<file path="src/rtl/uarx_pkg.sv">
package uarx_pkg;
   typedef struct packed {
      logic [7:0] data;
      logic       bit9;
      logic       ferr;
   } rx_char_t;
endpackage

</file>
<file path="src/rtl/uarx_sync.sv">
module uarx_sync #(
   parameter int STAGES    = 2,
   parameter bit RESET_VAL = 1'b1
) (
   input  logic clk,
   input  logic rst_n,
   input  logic d,
   output logic q
);
   logic [STAGES-1:0] chain;

   generate
      if (STAGES < 2) begin : g_bad_stages
         $error("uarx_sync: STAGES must be at least 2");
      end
   endgenerate

   always_ff @(posedge clk or negedge rst_n) begin
      if (!rst_n) chain <= {STAGES{RESET_VAL}};
      else        chain <= {chain[STAGES-2:0], d};
   end

   assign q = chain[STAGES-1];
endmodule

</file>
<file path="src/rtl/uarx_shifter.sv">
module uarx_shifter
   import uarx_pkg::*;
#(
   parameter int OSR = 16
) (
   input  logic     clk,
   input  logic     rst_n,
   input  logic     active,
   input  logic     tick,
   input  logic     rxs,
   input  logic     nine,
   output logic     done,
   output rx_char_t chr
);
   localparam int PW  = $clog2(OSR);
   localparam int MID = OSR / 2;

   generate
      if (OSR < 8) begin : g_bad_osr
         $error("uarx_shifter: OSR must be at least 8");
      end
   endgenerate

   typedef enum logic {S_IDLE, S_RUN} st_t;
   st_t            state;
   logic [PW-1:0]  phase;
   logic [3:0]     bit_idx;
   logic [3:0]     last_idx;
   logic [8:0]     sh;
   logic           s_a, s_b, vote;

   assign last_idx = nine ? 4'd10 : 4'd9;
   assign vote     = (s_a & s_b) | (s_a & rxs) | (s_b & rxs);

   always_ff @(posedge clk or negedge rst_n) begin
      if (!rst_n) begin
         state   <= S_IDLE;
         phase   <= '0;
         bit_idx <= '0;
         sh      <= '0;
         s_a     <= 1'b1;
         s_b     <= 1'b1;
         done    <= 1'b0;
         chr     <= '0;
      end else begin
         done <= 1'b0;
         if (!active) begin
            state <= S_IDLE;
         end else if (tick) begin
            case (state)
               S_IDLE: begin
                  if (!rxs) begin
                     state   <= S_RUN;
                     phase   <= PW'(1);
                     bit_idx <= '0;
                  end
               end
               S_RUN: begin
                  phase <= (phase == PW'(OSR-1)) ? '0 : phase + 1'b1;
                  if (phase == PW'(OSR-1)) bit_idx <= bit_idx + 4'd1;
                  if (phase == PW'(MID-1)) s_a <= rxs;
                  if (phase == PW'(MID))   s_b <= rxs;
                  if (phase == PW'(MID+1)) begin
                     if (bit_idx == 4'd0) begin
                        if (vote) state <= S_IDLE;
                     end else if (bit_idx == last_idx) begin
                        done      <= 1'b1;
                        chr.ferr  <= ~vote;
                        chr.data  <= nine ? sh[7:0] : sh[8:1];
                        chr.bit9  <= nine & sh[8];
                        state     <= S_IDLE;
                     end else begin
                        sh <= {vote, sh[8:1]};
                     end
                  end
               end
               default: state <= S_IDLE;
            endcase
         end
      end
   end

   assert_done_idle_R2: assert property (@(posedge clk) disable iff (!rst_n)
      done |-> state == S_IDLE);
   assert_inactive_quiet_R1: assert property (@(posedge clk) disable iff (!rst_n)
      !active |=> (state == S_IDLE) && !done);
endmodule

</file>
<file path="src/rtl/uarx_rxbuf.sv">
module uarx_rxbuf
   import uarx_pkg::*;
#(
   parameter int DEPTH = 2
) (
   input  logic     clk,
   input  logic     rst_n,
   input  logic     flush,
   input  logic     clr_ovr,
   input  logic     push,
   input  rx_char_t push_chr,
   input  logic     pop,
   output rx_char_t head,
   output logic     nonempty,
   output logic     ovr
);
   localparam int CW = $clog2(DEPTH + 1);

   generate
      if (DEPTH < 1) begin : g_bad_depth
         $error("uarx_rxbuf: DEPTH must be at least 1");
      end
   endgenerate

   rx_char_t       mem [DEPTH];
   logic [CW-1:0]  cnt;
   logic [CW-1:0]  wr_slot;
   logic           pop_ok, full_eff, take, set_ovr;

   assign pop_ok   = pop && (cnt != '0);
   assign full_eff = (cnt == CW'(DEPTH)) && !pop_ok;
   assign take     = push && !ovr && !full_eff && !flush;
   assign set_ovr  = push && !ovr && full_eff && !flush;
   assign wr_slot  = cnt - CW'(pop_ok);

   for (genvar i = 0; i < DEPTH; i++) begin : g_slot
      rx_char_t shifted;
      if (i < DEPTH - 1) begin : g_mid
         assign shifted = pop_ok ? mem[i+1] : mem[i];
      end else begin : g_last
         assign shifted = mem[i];
      end
      always_ff @(posedge clk or negedge rst_n) begin
         if (!rst_n)                            mem[i] <= '0;
         else if (take && wr_slot == CW'(i))    mem[i] <= push_chr;
         else                                   mem[i] <= shifted;
      end
   end

   always_ff @(posedge clk or negedge rst_n) begin
      if (!rst_n) begin
         cnt <= '0;
         ovr <= 1'b0;
      end else begin
         if (flush) cnt <= '0;
         else       cnt <= cnt - CW'(pop_ok) + CW'(take);
         if (clr_ovr)      ovr <= 1'b0;
         else if (set_ovr) ovr <= 1'b1;
      end
   end

   assign head     = mem[0];
   assign nonempty = (cnt != '0);

   assert_count_max_R6: assert property (@(posedge clk) disable iff (!rst_n)
      cnt <= CW'(DEPTH));
   assert_ovr_sticky_R8: assert property (@(posedge clk) disable iff (!rst_n)
      (ovr && !clr_ovr) |=> ovr);
   assert_ovr_blocks_R7: assert property (@(posedge clk) disable iff (!rst_n)
      (ovr && !clr_ovr && !flush) |=> cnt <= $past(cnt));
   assert_ovr_when_full_R7: assert property (@(posedge clk) disable iff (!rst_n)
      $rose(ovr) |-> $past(cnt) == CW'(DEPTH));

   generate
      if (DEPTH >= 2) begin : g_order_chk
         assert_pop_order_R6: assert property (@(posedge clk) disable iff (!rst_n)
            (pop && cnt >= CW'(2) && !push && !flush) |=> head == $past(mem[1]));
      end
   endgenerate
endmodule

</file>
<file path="src/rtl/uart_addr_rx.sv">
module uart_addr_rx
   import uarx_pkg::*;
#(
   parameter int OSR         = 16,
   parameter int SYNC_STAGES = 2,
   parameter int DEPTH       = 2
) (
   input  logic       clk,
   input  logic       rst_n,
   input  logic       os_tick,
   input  logic       rxd,
   input  logic       port_en,
   input  logic       sync_mode,
   input  logic       rx_en,
   input  logic       nine_bit,
   input  logic       addr_det,
   input  logic       int_en,
   input  logic       rd_pop,
   output logic [7:0] rd_data,
   output logic       rd_bit9,
   output logic       rd_ready,
   output logic       frm_err,
   output logic       ovr_err,
   output logic       irq
);
   logic     rx_s, active, addr_on, done, accept;
   rx_char_t chr, head;

   assign active  = port_en & ~sync_mode & rx_en;
   assign addr_on = addr_det & nine_bit;

   uarx_sync #(.STAGES(SYNC_STAGES), .RESET_VAL(1'b1)) u_sync (
      .clk(clk), .rst_n(rst_n), .d(rxd), .q(rx_s));

   uarx_shifter #(.OSR(OSR)) u_shift (
      .clk(clk), .rst_n(rst_n), .active(active), .tick(os_tick),
      .rxs(rx_s), .nine(nine_bit), .done(done), .chr(chr));

   assign accept = done & ~(addr_on & ~chr.bit9);

   uarx_rxbuf #(.DEPTH(DEPTH)) u_buf (
      .clk(clk), .rst_n(rst_n), .flush(~port_en | sync_mode),
      .clr_ovr(~rx_en), .push(accept), .push_chr(chr), .pop(rd_pop),
      .head(head), .nonempty(rd_ready), .ovr(ovr_err));

   assign rd_data = rd_ready ? head.data : 8'h00;
   assign rd_bit9 = rd_ready & head.bit9;
   assign frm_err = rd_ready & head.ferr;
   assign irq     = rd_ready & int_en;

   assert_addr_filter_R5: assert property (@(posedge clk) disable iff (!rst_n)
      ($rose(rd_ready) && $past(addr_on)) |-> rd_bit9);
endmodule

</file>
<file path="config.mk">
export PLATFORM = sky130hd
export DESIGN_NAME = uart_addr_rx
export DESIGN_NICKNAME = d
export VERILOG_FILES = /design/src/rtl/uarx_pkg.sv /design/src/rtl/uarx_sync.sv /design/src/rtl/uarx_shifter.sv /design/src/rtl/uarx_rxbuf.sv /design/src/rtl/uart_addr_rx.sv
export SDC_FILE = /design/constraint.sdc
export NUM_CORES = 1
export LEC_CHECK = 0
export BUFFER_PORTS_ARGS = -buffer_cell sky130_fd_sc_hd__buf_2
export CORE_UTILIZATION = 35
export CTS_CLUSTER_DIAMETER = 120
export DETAILED_ROUTE_END_ITERATION = 8
export GPL_ROUTABILITY_DRIVEN = 0
export GPL_TIMING_DRIVEN = 1
export MAX_ROUTING_LAYER = met4
export PLACE_DENSITY = 0.57
export SLEW_MARGIN = 20
export SYNTH_ARGS = -nofsm -noshare
export SYNTH_HDL_FRONTEND = slang
export SYNTH_HIERARCHICAL = 1
export SYNTH_SLANG_ARGS = --single-unit
</file>
<file path="constraint.sdc">
create_clock -name clk -period 4.92 [get_ports clk]
set_input_delay 0 -clock clk [delete_from_list [all_inputs] [get_ports clk]]
set_output_delay 0 -clock clk [all_outputs]
set_load 0.01 [all_outputs]
</file>
# [Yosys cells after proc, flatten, opt, wreduce, memory -nomap -nowiden]
# Cells that the tools add are included.
[totals] ff_bits=56 input_bits=11 out_inout_bits=13 wordCells=108
[op_classes] addsub=4 n_eq_ne=11 n_mux=28 n_bitwise=23 n_reduce_logical=23
[ops] op="10-bit two-way mux" count=2
[ops] op="4-bit two-way mux" count=4
[ops] op="8-bit two-way mux" count=2
[ops] op="4-bit one-hot mux with 2 select lines" count=2
[ops] op="1-bit two-way mux" count=15
[ops] op="1-bit bitwise AND" count=12
[ops] op="4-bit == test, second input constant" count=3
[ops] op="4-bit AND reduction" count=3
[ops] op="6-bit AND reduction" count=2
[ops] op="1-bit logical AND" count=9
[ops] op="4-bit by 1-bit adder with 4-bit output, second input constant" count=2
[ops] op="1-bit inverter" count=8
[ops] op="2-bit inequality test, second input constant" count=3
[ops] op="4-bit by 3-bit == test with 1-bit output, second input constant" count=1
[ops] op="4-bit == test" count=1
[ops] op="1-bit logical NOT" count=4
[ops] op="4-bit logical NOT" count=1
[ops] op="2-bit two-way mux" count=2
[ops] op="2-bit nonzero test" count=2
[ops] op="1-bit OR" count=3
[ops] op="3-bit AND reduction" count=1
[ops] op="2-bit by 1-bit adder with 2-bit output" count=1
[ops] op="2-bit by 1-bit == test with 1-bit output, second input constant" count=1
[ops] op="2-bit == test, second input constant" count=1
[ops] op="other kinds (4)" count=4

# [Longest topological paths before layout]
# Gate-level depths: netlist of the first run.
[depth] ltp_word=9 mapped_depth=8 depth_no_buf=7

# [By module]
# The synthesis of the first run kept the hierarchy.
[modules_own_cells] module="uarx_shifter" instances=1 cells_per_inst=140 area_each_um2=1619.1 seq_area_each_um2=778.2
[modules_own_cells] module="uarx_rxbuf" instances=1 cells_per_inst=75 area_each_um2=1111.1 seq_area_each_um2=575.6
[modules_own_cells] module="uart_addr_rx" instances=1 cells_per_inst=17 area_each_um2=112.6 seq_area_each_um2=0.0
[modules_own_cells] module="uarx_sync" instances=1 cells_per_inst=2 area_each_um2=52.6 seq_area_each_um2=52.6

# [Least setup slack after synthesis of the first run]
# OpenSTA, ideal clock, no wires.
[synth_path] kind="register to register" start="register u_buf.cnt[1]" end="register u_buf.mem, in the netlist u_buf/g_slot[1].shifted[0]" setup_ps=125 arrival_ps=2038 required_ps=4795 slack_ps=2757 path_stages_with_launch=9 n_path_buf=2 synth_period_minus_slack_ps=2163 cell_sequence="dfrtp_1 -> o21ai_0 -> buf_2 -> inv_1 -> ha_1 -> xnor2_1 -> and4_1 -> buf_6 -> mux2_4"
[synth_via] elab_chain_len=8 word_cells_on_any_way=11 classes_between="add/sub (1); eq/ne (2); reduce/logical (8)"
[synth_lines] item="start: declaration" line_no="uarx_rxbuf.sv:26" source="logic [CW-1:0] cnt;"
[synth_lines] item="start signal: assignment" line_no="uarx_rxbuf.sv:56" source="else cnt <= cnt - CW'(pop_ok) + CW'(take);"
[synth_lines] item="branches (longest 7 deep; another with 2-bit by 1-bit subtractor with 2-bit output)"
[synth_lines] item="1-bit logical AND (*)" line_no="uarx_rxbuf.sv:45" source="else if (take && wr_slot == CW'(i)) mem[i] <= push_chr;"
[synth_lines] item="end signal: indexed assignment" line_no="uarx_rxbuf.sv:45"
[synth_lines] item="end signal: indexed assignment" line_no="uarx_rxbuf.sv:46" source="else mem[i] <= shifted;"
[synth_lines] item="end: declaration" line_no="uarx_rxbuf.sv:25" source="rx_char_t mem [DEPTH];"
# Every way passes the cells marked *.
# A chain may end at the register's enable or synchronous reset.

# [Worst setup path in the final report of the first run]
# Same ends and word-level chain as after synthesis.

==> results.py, run 1 <==
metrics = {
    "clock_network": {
        "clkTransAtPathRegs_ns": 0.10,
        "cts_buffer_depth": 2,
        "cts_resized": 0,
        "cts_hold_buf": 6,
        "htree_levels": 2,
        "cts_tree": "built",
        "numCtsBuffers": 5,
        "cts_setup_buffers": 0,
        "clockRootBuffer": "clkbuf_8",
        "cts_sinks": 56,
        "clk_latency_ns": 0.31,
    },
    "timing": {
        "worst-slew-pin-transition_ns": 0.709,
        "rsz0062_at_grt": "false",
        "final.setup.worst_slack_ns": 2.44,
        "hold_violations": 0,
        "finalMaxSlewViolations": 0,
        "finalSetupViolCount": 0,
        "setup_tns_ns": 0,
        "slew_headroom_pct": 52.8,
        "period_needed_ns": 2.48,
        "skew_ns": 0.0103,
        "period_share_pct": 50.3,
        "clock.fmax_mhz": 404,
    },
    "global_route": {
        "grt_usage_pct": 12.4,
        "grt_overflow": 0,
        "grt_pass1_wl_um": 8040,
        "grt_max_degree": 57,
        "grt_pass1_vias": 1682,
        "antenna_found_initial": 0,
    },
    "place": {
        "dp_hpwl_um": 3190,
        "dpl_worst_slack_ns": 2.44,
        "port_buffers": 23,
    },
    "logic_synthesis": {
        "synthMuxAreaShare_pct": 21.5,
        "synth_nets": 252,
        "yosys.area_share.simple_pct": 13.1,
        "synth.most_common_cell": "dfrtp_1",
        "synth-compound-area-share_pct": 8.64,
        "synth_edf_count": 0,
        "yosys_warnings": 6,
        "synth_area_leaders": "dfrtp_1 (45%), mux2_4 (9.9%), mux2_2 (8.6%)",
        "synth_top_cell_area_share_pct": 44.9,
        "synth-xor-area-share_pct": 0.605,
        "synth_commonest_cells": "dfrtp_1 (52), mux2_2 (22), mux2_4 (19)",
        "ys_seq_elements": 56,
        "async_flop_share_pct": 100,
        "yosysTopAreaCell": "dfrtp_1",
        "synth_cells": 234,
        "yosys.area_share.adder_pct": 3.37,
        "synth_flop_cell": "dfrtp_1",
        "syn_avg_cell_area_um2": 12.4,
        "yosysSeqAreaShare_pct": 48.6,
        "ys_types": 48,
        "synth_top_family_by_area": "multiplexers",
        "netlist_area_um2": 2900,
    },
    "pwr": {
        "p_per_area_nw_per_um2": 247,
        "irDropWorstVdd_mv": 0.127,
        "pwr-share-seq_pct": 60.3,
        "power_switching_uw": 203,
        "comb_power_share_pct": 6.8,
        "p_int_uw": 599,
        "clockPowerShare_pct": 33.0,
        "leakage_nw": 1.55,
        "switching_share_pct": 25.3,
        "power_uw": 802,
    },
    "die": {
        "die_w_um": 93.0,
        "coreArea_um2": 7850,
        "fp-row-count": 32,
        "dieHeight_um": 93.0,
        "start_util_pct": 36.9,
        "dieArea_um2": 8640,
        "ios": 24,
    },
    "worst_setup_path": {
        "critPathLaunchType": "flip-flop",
        "reg2reg_from": "u_buf/cnt[1]$_DFF_PN0_",
        "reg2reg_to": "u_buf/g_slot[1].shifted[0]$_DFFE_PN0P_",
        "crit_end": "u_buf/g_slot[1].shifted[0]$_DFFE_PN0P_",
        "arrival_ns": 2.67,
        "crit_path_max_fanout": 11,
        "cp_top_family": "simple AND/OR/NAND/NOR gates",
        "cpPeakStageDelay_ns": 0.65,
        "endpoint_kind": "flip-flop",
        "crit_buf_inv": 2,
        "crit_chain": "o21ai_0, buf_4, inv_1, ha_1, xnor2_1, and4_1, mux2_4",
        "path_class": "reg -> reg",
        "crit_path_start": "u_buf/cnt[1]$_DFF_PN0_",
        "ff2ff_path_depth": 7,
        "cp_slowest_cell": "and4_1",
        "required_ns": 5.12,
        "path_depth": 7,
        "regToRegSetupSlack_ns": 2.44,
    },
    "detailed_routing": {
        "first_pass_iters": 4,
        "drt_iter0_drc": 74,
        "vias_per_cell": 4.69,
        "final_antenna_net_count": 0,
        "routed_wl_um": 4650,
        "avgRoutedWirePerCell_um": 12.6,
        "num_vias": 1726,
        "drc_errors": 0,
    },
    "job": {
        "drv_cap": 0,
    },
    "status": {
        "run_status": "finished clean",
    },
    "finish": {
        "diodes": 0,
        "syn2layout_area_growth_pct": 12.2,
        "final_nets": 283,
        "fill_cells": 770,
        "drive_gt1_share_pct": 37.6,
    },
    "hold_path": {
        "min_path_type": "in -> reg",
    },
}
==> sequential cells by signal (all words and copies together) (netlist names), 2 cells and up <==
register / cells
u_buf/head: 10
u_shift/chr: 10
u_buf/g_slot.shifted: 10
u_shift/bit_idx: 4
u_shift/sh: 9
u_sync/chain: 2
u_buf/cnt: 2
u_shift/phase: 4
==> cell type report <==
cell class                      count  area [um^2]  share of cell area, %
Multi-Input combinational cell    155         1370                   42.1
Tap cell                          102          128                   3.93
Clock inverter                      3         25.0                  0.770
Clock buffer                        5         68.8                   2.12
Timing Repair Buffer               32          198                   6.08
Sequential cell                    56         1410                   43.3
Inverter                           15         56.3                   1.73
==> worst min-delay path: stages <==
cell,delay [ns]
buf_2,0.08
nand2b_4,0.12
o31a_2,0.13
nor2_1,0.03
==> kinds of logic (layout without fill, tap and decap cells) <==
logic type | count (synthesis) | after routing
mux | 50 | 50
compound gates | 31 | 31
flops | 56 | 56
buf+inv | 23 | 55
fa+ha+maj | 8 | 8
simple gates | 64 | 64
xor+xnor | 2 | 2
==> how the worst min path moves through the flow <==
stage	start	endpoint	slack (ns)	depth (start not counted)
final	sync_mode	u_buf/ovr$_DFFE_PN0P_	0.08	4
after global routing	sync_mode	u_buf/ovr$_DFFE_PN0P_	0.08	4
after CTS	sync_mode	u_buf/ovr$_DFFE_PN0P_	0.07	4
after detailed placement	rxd	u_sync/chain[0]$_DFF_PN1_	0.11	1
after global placement	rxd	u_sync/chain[0]$_DFF_PN1_	0.11	1
after floorplan	rst_n	u_buf/cnt[0]$_DFF_PN0_	-0.30	0
==> layer usage <==
metal | global-route usage, % | vias to the layer above | wire length [um] | share of wire, %
met1 | 15.6 | 819 | 2350 | 51
met3 | 2.71 | 4 | 153 | 3.3
met4 | 4.62 | 0 | 71 | 1.5
met2 | 19.5 | 22 | 2070 | 45
met5 | - | - | 0 | 0
li1 | - | 881 | - | -
==> cell usage in the layout, fill, tap and decap left out, drive strengths merged, types with 3 or more instances in the layout <==
| cell | synthesis | final |
|---|---|---|
| a21oi | 11 | 11 |
| and2 | 13 | 13 |
| buf | 8 | 26 |
| clkbuf | 0 | 5 |
| dfrtp | 52 | 52 |
| dfstp | 4 | 4 |
| dlygate4sd3 | 0 | 6 |
| ha | 7 | 7 |
| inv | 15 | 17 |
| mux2 | 41 | 41 |
| mux2i | 9 | 9 |
| nand2 | 10 | 10 |
| nand2b | 3 | 3 |
| nand3 | 5 | 5 |
| nor2 | 17 | 17 |
| nor3 | 3 | 3 |
| o21ai | 8 | 8 |
==> through the flow <==
step / cell area (um^2) / hold slack [ns] / utilization (%) / instances
2_1_floorplan: 2900 / -0.296 / - / 234
3_3_place_gp: 3090 / 0.106 / 39.3 / 353
3_5_place_dp: 3100 / 0.107 / 39.4 / 354
4_1_cts: 3250 / 0.0687 / 41.4 / 368
5_1_grt: 3250 / 0.0847 / 41.4 / 368
6_report: 3250 / 0.0782 / 41.4 / 368
==> power groups by stage <==
stage / registers, mW / clock network (mW) / logic, mW
2_1_floorplan: 0.489 / 0 / 0.0335
3_3_place_gp: 0.492 / 0 / 0.0512
3_5_place_dp: 0.492 / 0 / 0.0520
4_1_cts: 0.483 / 0.277 / 0.0558
5_1_grt: 0.486 / 0.296 / 0.0648
6_report: 0.483 / 0.264 / 0.0541
Power figures use the tool's default switching activity.
==> run 2: changes to the inputs <==
clock period = 2.49 ns   (was 4.92 ns; I/O delays follow)
==> results.py, run 2 (synthesized netlist as in run 1, its figures left out) <==
metrics = {
    "worst_setup_path": {
        "cp_slowest_cell": "dfrtp_1",
        "crit_chain": "o21ai_0, inv_1, ha_1, xnor2_1, and4_1, buf_4, mux2_4",
        "critPathLaunchType": "flip-flop",
        "cp_top_family": "flip-flops",
        "ff2ff_path_depth": 7,
        "required_ns": 2.69,
        "regToRegSetupSlack_ns": 0.38,
        "reg2reg_to": "u_buf/g_slot[1].shifted[9]$_DFFE_PN0P_",
        "cpPeakStageDelay_ns": 0.42,
        "path_class": "reg -> reg",
        "endpoint_kind": "flip-flop",
        "crit_path_max_fanout": 10,
        "arrival_ns": 2.31,
        "crit_buf_inv": 2,
        "reg2reg_from": "u_buf/cnt[1]$_DFF_PN0_",
    },
    "die": {
        "fp-row-count": 32,
        "start_util_pct": 36.9,
        "ios": 24,
        "dieHeight_um": 93.0,
        "coreArea_um2": 7850,
        "die_w_um": 93.0,
        "dieArea_um2": 8640,
    },
    "job": {
        "drv_cap": 0,
    },
    "timing": {
        "hold_violations": 0,
        "final.setup.worst_slack_ns": 0.384,
        "finalMaxSlewViolations": 0,
        "skew_ns": 0.0104,
        "rsz0062_at_grt": "false",
        "period_share_pct": 84.6,
        "period_needed_ns": 2.11,
        "slew_headroom_pct": 59.5,
        "finalSetupViolCount": 0,
        "worst-slew-pin-transition_ns": 0.607,
        "setup_tns_ns": 0,
        "clock.fmax_mhz": 475,
    },
    "finish": {
        "drive_gt1_share_pct": 38.1,
        "layout_commonest_cell": "dfrtp_1",
        "final_nets": 285,
        "multi_input_area_um2": 1370,
        "final_cell_mix": "dfrtp_1 (52), buf_2 (23), mux2_2 (22)",
        "fill_cells": 789,
        "syn2layout_area_growth_pct": 12.7,
        "diodes": 0,
        "register_area_um2": 1410,
    },
    "pwr": {
        "p_per_area_nw_per_um2": 482,
        "leakage_nw": 1.56,
        "irDropWorstVdd_mv": 0.201,
    },
    "clock_network": {
        "htree_levels": 2,
        "cts_buffer_depth": 2,
        "numCtsBuffers": 5,
        "cts_setup_buffers": 0,
        "cts_sinks": 56,
        "clkTransAtPathRegs_ns": 0.10,
        "clk_latency_ns": 0.31,
        "cts_tree": "built",
        "clockRootBuffer": "clkbuf_8",
    },
    "global_route": {
        "grt_max_degree": 27,
        "grt_usage_pct": 12.5,
        "grt_pass1_vias": 1761,
        "grt_pass1_wl_um": 8300,
        "antenna_found_initial": 0,
        "grt_overflow": 0,
    },
    "detailed_routing": {
        "avgRoutedWirePerCell_um": 12.8,
        "drt_iter0_drc": 62,
        "first_pass_iters": 4,
        "vias_per_cell": 4.69,
        "drc_errors": 0,
        "routed_wl_um": 4730,
        "num_vias": 1735,
        "final_antenna_net_count": 0,
    },
    "hold_path": {
        "hold_depth": 4,
        "min_from": "sync_mode",
        "whs_endpoint": "u_buf/ovr$_DFFE_PN0P_",
        "min_path_type": "in -> reg",
    },
    "place": {
        "port_buffers": 23,
        "dp_hpwl_um": 3390,
        "dpl_worst_slack_ns": 0.387,
    },
    "status": {
        "run_status": "finished clean",
    },
}
## run 2: cell count changes in the layout (fill, tap and decap cells not counted), sizes merged
cell  delta
buf      +2
## run 2: tightest hold or removal path, cell delays in order
cell and delay (ns):
buf_2 0.07, nand2b_4 0.12, o31a_2 0.13, nor2_1 0.03
## run 2: area by class of cell
type	instances	area share, %
multi-input cells	155	41.9
clock inverters	3	0.767
clock buffers	5	2.11
inverters	15	1.72
flip-flops and latches	56	43.1
repair buffers	34	6.52
well taps	102	3.91
## run 2: timing repair
| action | CTS | global route |
|---|---|---|
| gates resized for setup | 0 | 0 |
| hold endpoints to repair | 25 | 0 |
| hold buffers | 6 | 0 |
| endpoints found under the setup margin | 0 | 0 |
## run 2: how the worst max path moves through the flow
stage                                             endpoint  cells after the start  slack [ns]                    from
detailed placement  u_buf/g_slot[1].shifted[5]$_DFFE_PN0P_                      7        0.39  u_buf/cnt[1]$_DFF_PN0_
floorplan           u_buf/g_slot[1].shifted[0]$_DFFE_PN0P_                      8        0.33  u_buf/cnt[1]$_DFF_PN0_
global placement    u_buf/g_slot[1].shifted[3]$_DFFE_PN0P_                      7        0.44  u_buf/cnt[1]$_DFF_PN0_
finish              u_buf/g_slot[1].shifted[9]$_DFFE_PN0P_                      7        0.38  u_buf/cnt[1]$_DFF_PN0_
CTS                 u_buf/g_slot[1].shifted[1]$_DFFE_PN0P_                      7        0.37  u_buf/cnt[1]$_DFF_PN0_
global route                     u_buf/head[9]$_DFFE_PN0P_                      6        0.23  u_buf/cnt[1]$_DFF_PN0_
## run 2: routing by layer
metal  share of wire [%]  wire length, um  GRT usage (%)  vias to the layer above
met5                   0                0              -                        -
met4                 1.0               48           4.23                        0
met3                 2.7              128           2.55                        5
met2                  47             2220           20.1                       21
met1                  49             2330           15.8                      834
li1                    -                -              -                      875
## run 2: power breakdown
group / internal (mW) / leakage, nW / switching (mW) / total (mW)
combinational: 0.0479 / 0.769 / 0.0591 / 0.107
sequential: 0.929 / 0.751 / 0.0264 / 0.955
clock: 0.206 / 0.0452 / 0.307 / 0.513
## run 2: per-stage QoR
step,utilization [%],power (mW),instance area (um^2),hold WS [ns],instances
floorplan,-,1.03,2900,-0.296,234
global placement,39.6,1.08,3110,0.0498,356
detailed placement,39.6,1.08,3110,0.0543,356
CTS,41.6,1.61,3260,0.0644,370
global route,41.6,1.65,3260,0.0837,370
finish,41.6,1.57,3260,0.0734,370
==> run 3: changes to the inputs <==
clock period = 2 ns   (was 2.49 ns; I/O delays follow)
==> results.py, run 3 (synthesized netlist as in run 1, its figures left out) <==
metrics = {
    "finish": {
        "layout_commonest_cell": "dfrtp_1",
        "final_nets": 290,
        "diodes": 0,
        "fill_cells": 777,
        "syn2layout_area_growth_pct": 16.6,
        "final_cell_mix": "dfrtp_1 (52), buf_2 (23), mux2_2 (22)",
        "drive_gt1_share_pct": 40.7,
    },
    "clock_network": {
        "cts_sinks": 56,
        "cts_tree": "built",
        "clk_latency_ns": 0.31,
        "numCtsBuffers": 5,
        "cts_buffer_depth": 2,
        "clockRootBuffer": "clkbuf_8",
        "htree_levels": 2,
        "clkTransAtPathRegs_ns": 0.10,
    },
    "pwr": {
        "switching_share_pct": 25.0,
        "p_int_mw": 1.48,
        "pwr-share-seq_pct": 59.9,
        "comb_power_share_pct": 8.0,
        "leakage_nw": 1.61,
        "power_mw": 1.97,
        "p_per_area_nw_per_um2": 584,
        "power_switching_uw": 493,
        "irDropWorstVdd_mv": 0.270,
        "clockPowerShare_pct": 32.1,
    },
    "timing": {
        "worst-slew-pin-transition_ns": 0.383,
        "slew_headroom_pct": 74.3,
        "rsz0062_at_grt": "false",
        "skew_ns": 0.00882,
        "finalSetupViolCount": 0,
        "setup_tns_ns": 0,
        "hold_violations": 0,
        "clock.fmax_mhz": 521,
        "period_share_pct": 96.1,
        "period_needed_ns": 1.92,
        "finalMaxSlewViolations": 0,
    },
    "worst_setup_path": {
        "path_class": "reg -> reg",
        "endpoint_kind": "flip-flop",
        "critPathLaunchType": "flip-flop",
        "cpPeakStageDelay_ns": 0.46,
        "cp_top_family": "simple AND/OR/NAND/NOR gates",
        "crit_path_max_fanout": 9,
        "cp_slowest_cell": "or3b_4",
        "required_ns": 2.20,
        "arrival_ns": 2.12,
        "crit_buf_inv": 1,
        "crit_chain": "or3b_4, a311oi_4, nor3_4, buf_12, mux2_4",
    },
    "detailed_routing": {
        "final_antenna_net_count": 0,
        "drc_errors": 0,
        "num_vias": 1788,
        "first_pass_iters": 4,
        "avgRoutedWirePerCell_um": 13.0,
        "routed_wl_um": 4890,
        "drt_iter0_drc": 64,
        "vias_per_cell": 4.77,
    },
    "job": {
        "drv_cap": 0,
    },
    "place": {
        "port_buffers": 23,
        "dp_hpwl_um": 3400,
    },
    "die": {
        "fp-row-count": 32,
        "die_w_um": 93.0,
        "dieArea_um2": 8640,
        "start_util_pct": 36.9,
        "coreArea_um2": 7850,
        "ios": 24,
        "dieHeight_um": 93.0,
    },
    "global_route": {
        "grt_pass1_vias": 1839,
        "grt_pass1_wl_um": 8650,
        "grt_overflow": 0,
        "antenna_found_initial": 0,
        "grt_max_degree": 57,
        "grt_usage_pct": 13.1,
    },
    "status": {
        "run_status": "finished clean",
    },
    "hold_path": {
        "min_path_type": "in -> reg",
    },
}
==> run 3: worst paths after layout <==
check,slack [ns],startpoint,depth (start not counted),to
worst max-delay path,0.08,u_shift/bit_idx[1]$_DFFE_PN0P_,5,u_shift/sh[1]$_DFFE_PN0P_
max in group asynchronous,1.49,rst_n,3,u_shift/s_b$_DFFE_PN1P_
min in group asynchronous,0.20,rst_n,3,u_shift/chr[2]$_DFFE_PN0P_
worst max register to register,0.08,u_shift/bit_idx[1]$_DFFE_PN0P_,5,u_shift/sh[1]$_DFFE_PN0P_
worst min register to register,0.36,u_sync/chain[0]$_DFF_PN1_,0,u_sync/chain[1]$_DFF_PN1_
worst min-delay path,0.08,sync_mode,4,u_buf/ovr$_DFFE_PN0P_
==> run 3: what timing repair did <==
action | in CTS | in global routing
hold buffers | 6 | 0
buffers inserted | 0 | 2
endpoints found under the hold margin | 61 | 0
gates resized for setup | 0 | 3
endpoints found under the setup margin | 0 | 29
==> run 3: worst reg2reg max path, delay by kind of cell, from the launching register on <==
kind	cells	cell delay (ns)
AO/OA/AOI/OAI	1	0.36
buffers and inverters	1	0.15
flip-flops	1	0.45
multiplexers	1	0.29
AND/OR/NAND/NOR	2	0.55
==> run 3: final cells by class <==
| cell class | count | area (um^2) | share of cell area, % |
|---|---|---|---|
| clock inverters | 3 | 22.5 | 0.667 |
| flip-flops and latches | 56 | 1410 | 41.6 |
| well taps | 102 | 128 | 3.78 |
| clock buffers | 5 | 68.8 | 2.04 |
| repair buffers | 39 | 300 | 8.89 |
| multi-input cells | 155 | 1400 | 41.3 |
| inverters | 15 | 56.3 | 1.67 |
==> run 3: power by group through the flow <==
stage | sequential (mW) | combinational [mW] | clock, mW
global route | 1.19 | 0.181 | 0.706
detailed placement | 1.20 | 0.153 | 0
global placement | 1.20 | 0.150 | 0
CTS | 1.18 | 0.162 | 0.675
finish | 1.18 | 0.158 | 0.633
floorplan | 1.20 | 0.0825 | 0
==> run 3: through the flow <==
stage	worst slack (ns)	instance area [um^2]	util, %	instances	hold slack (ns)
3_3_place_gp	0.0937	3180	40.5	359	0.0276
6_report	0.0790	3380	43.0	375	0.0827
5_1_grt	0.00385	3380	43.0	375	0.0789
2_1_floorplan	0.00802	2910	-	234	-0.296
4_1_cts	0.0211	3330	42.5	373	0.0630
3_5_place_dp	0.0532	3180	40.5	359	0.0303
==> run 3: metal layers <==
layer / vias to the layer above / wire [um] / GRT usage, %
met5: - / 0 / -
met4: 0 / 70 / 4.62
met3: 7 / 143 / 2.79
met2: 21 / 2290 / 21.0
met1: 877 / 2390 / 16.4
li1: 883 / - / -
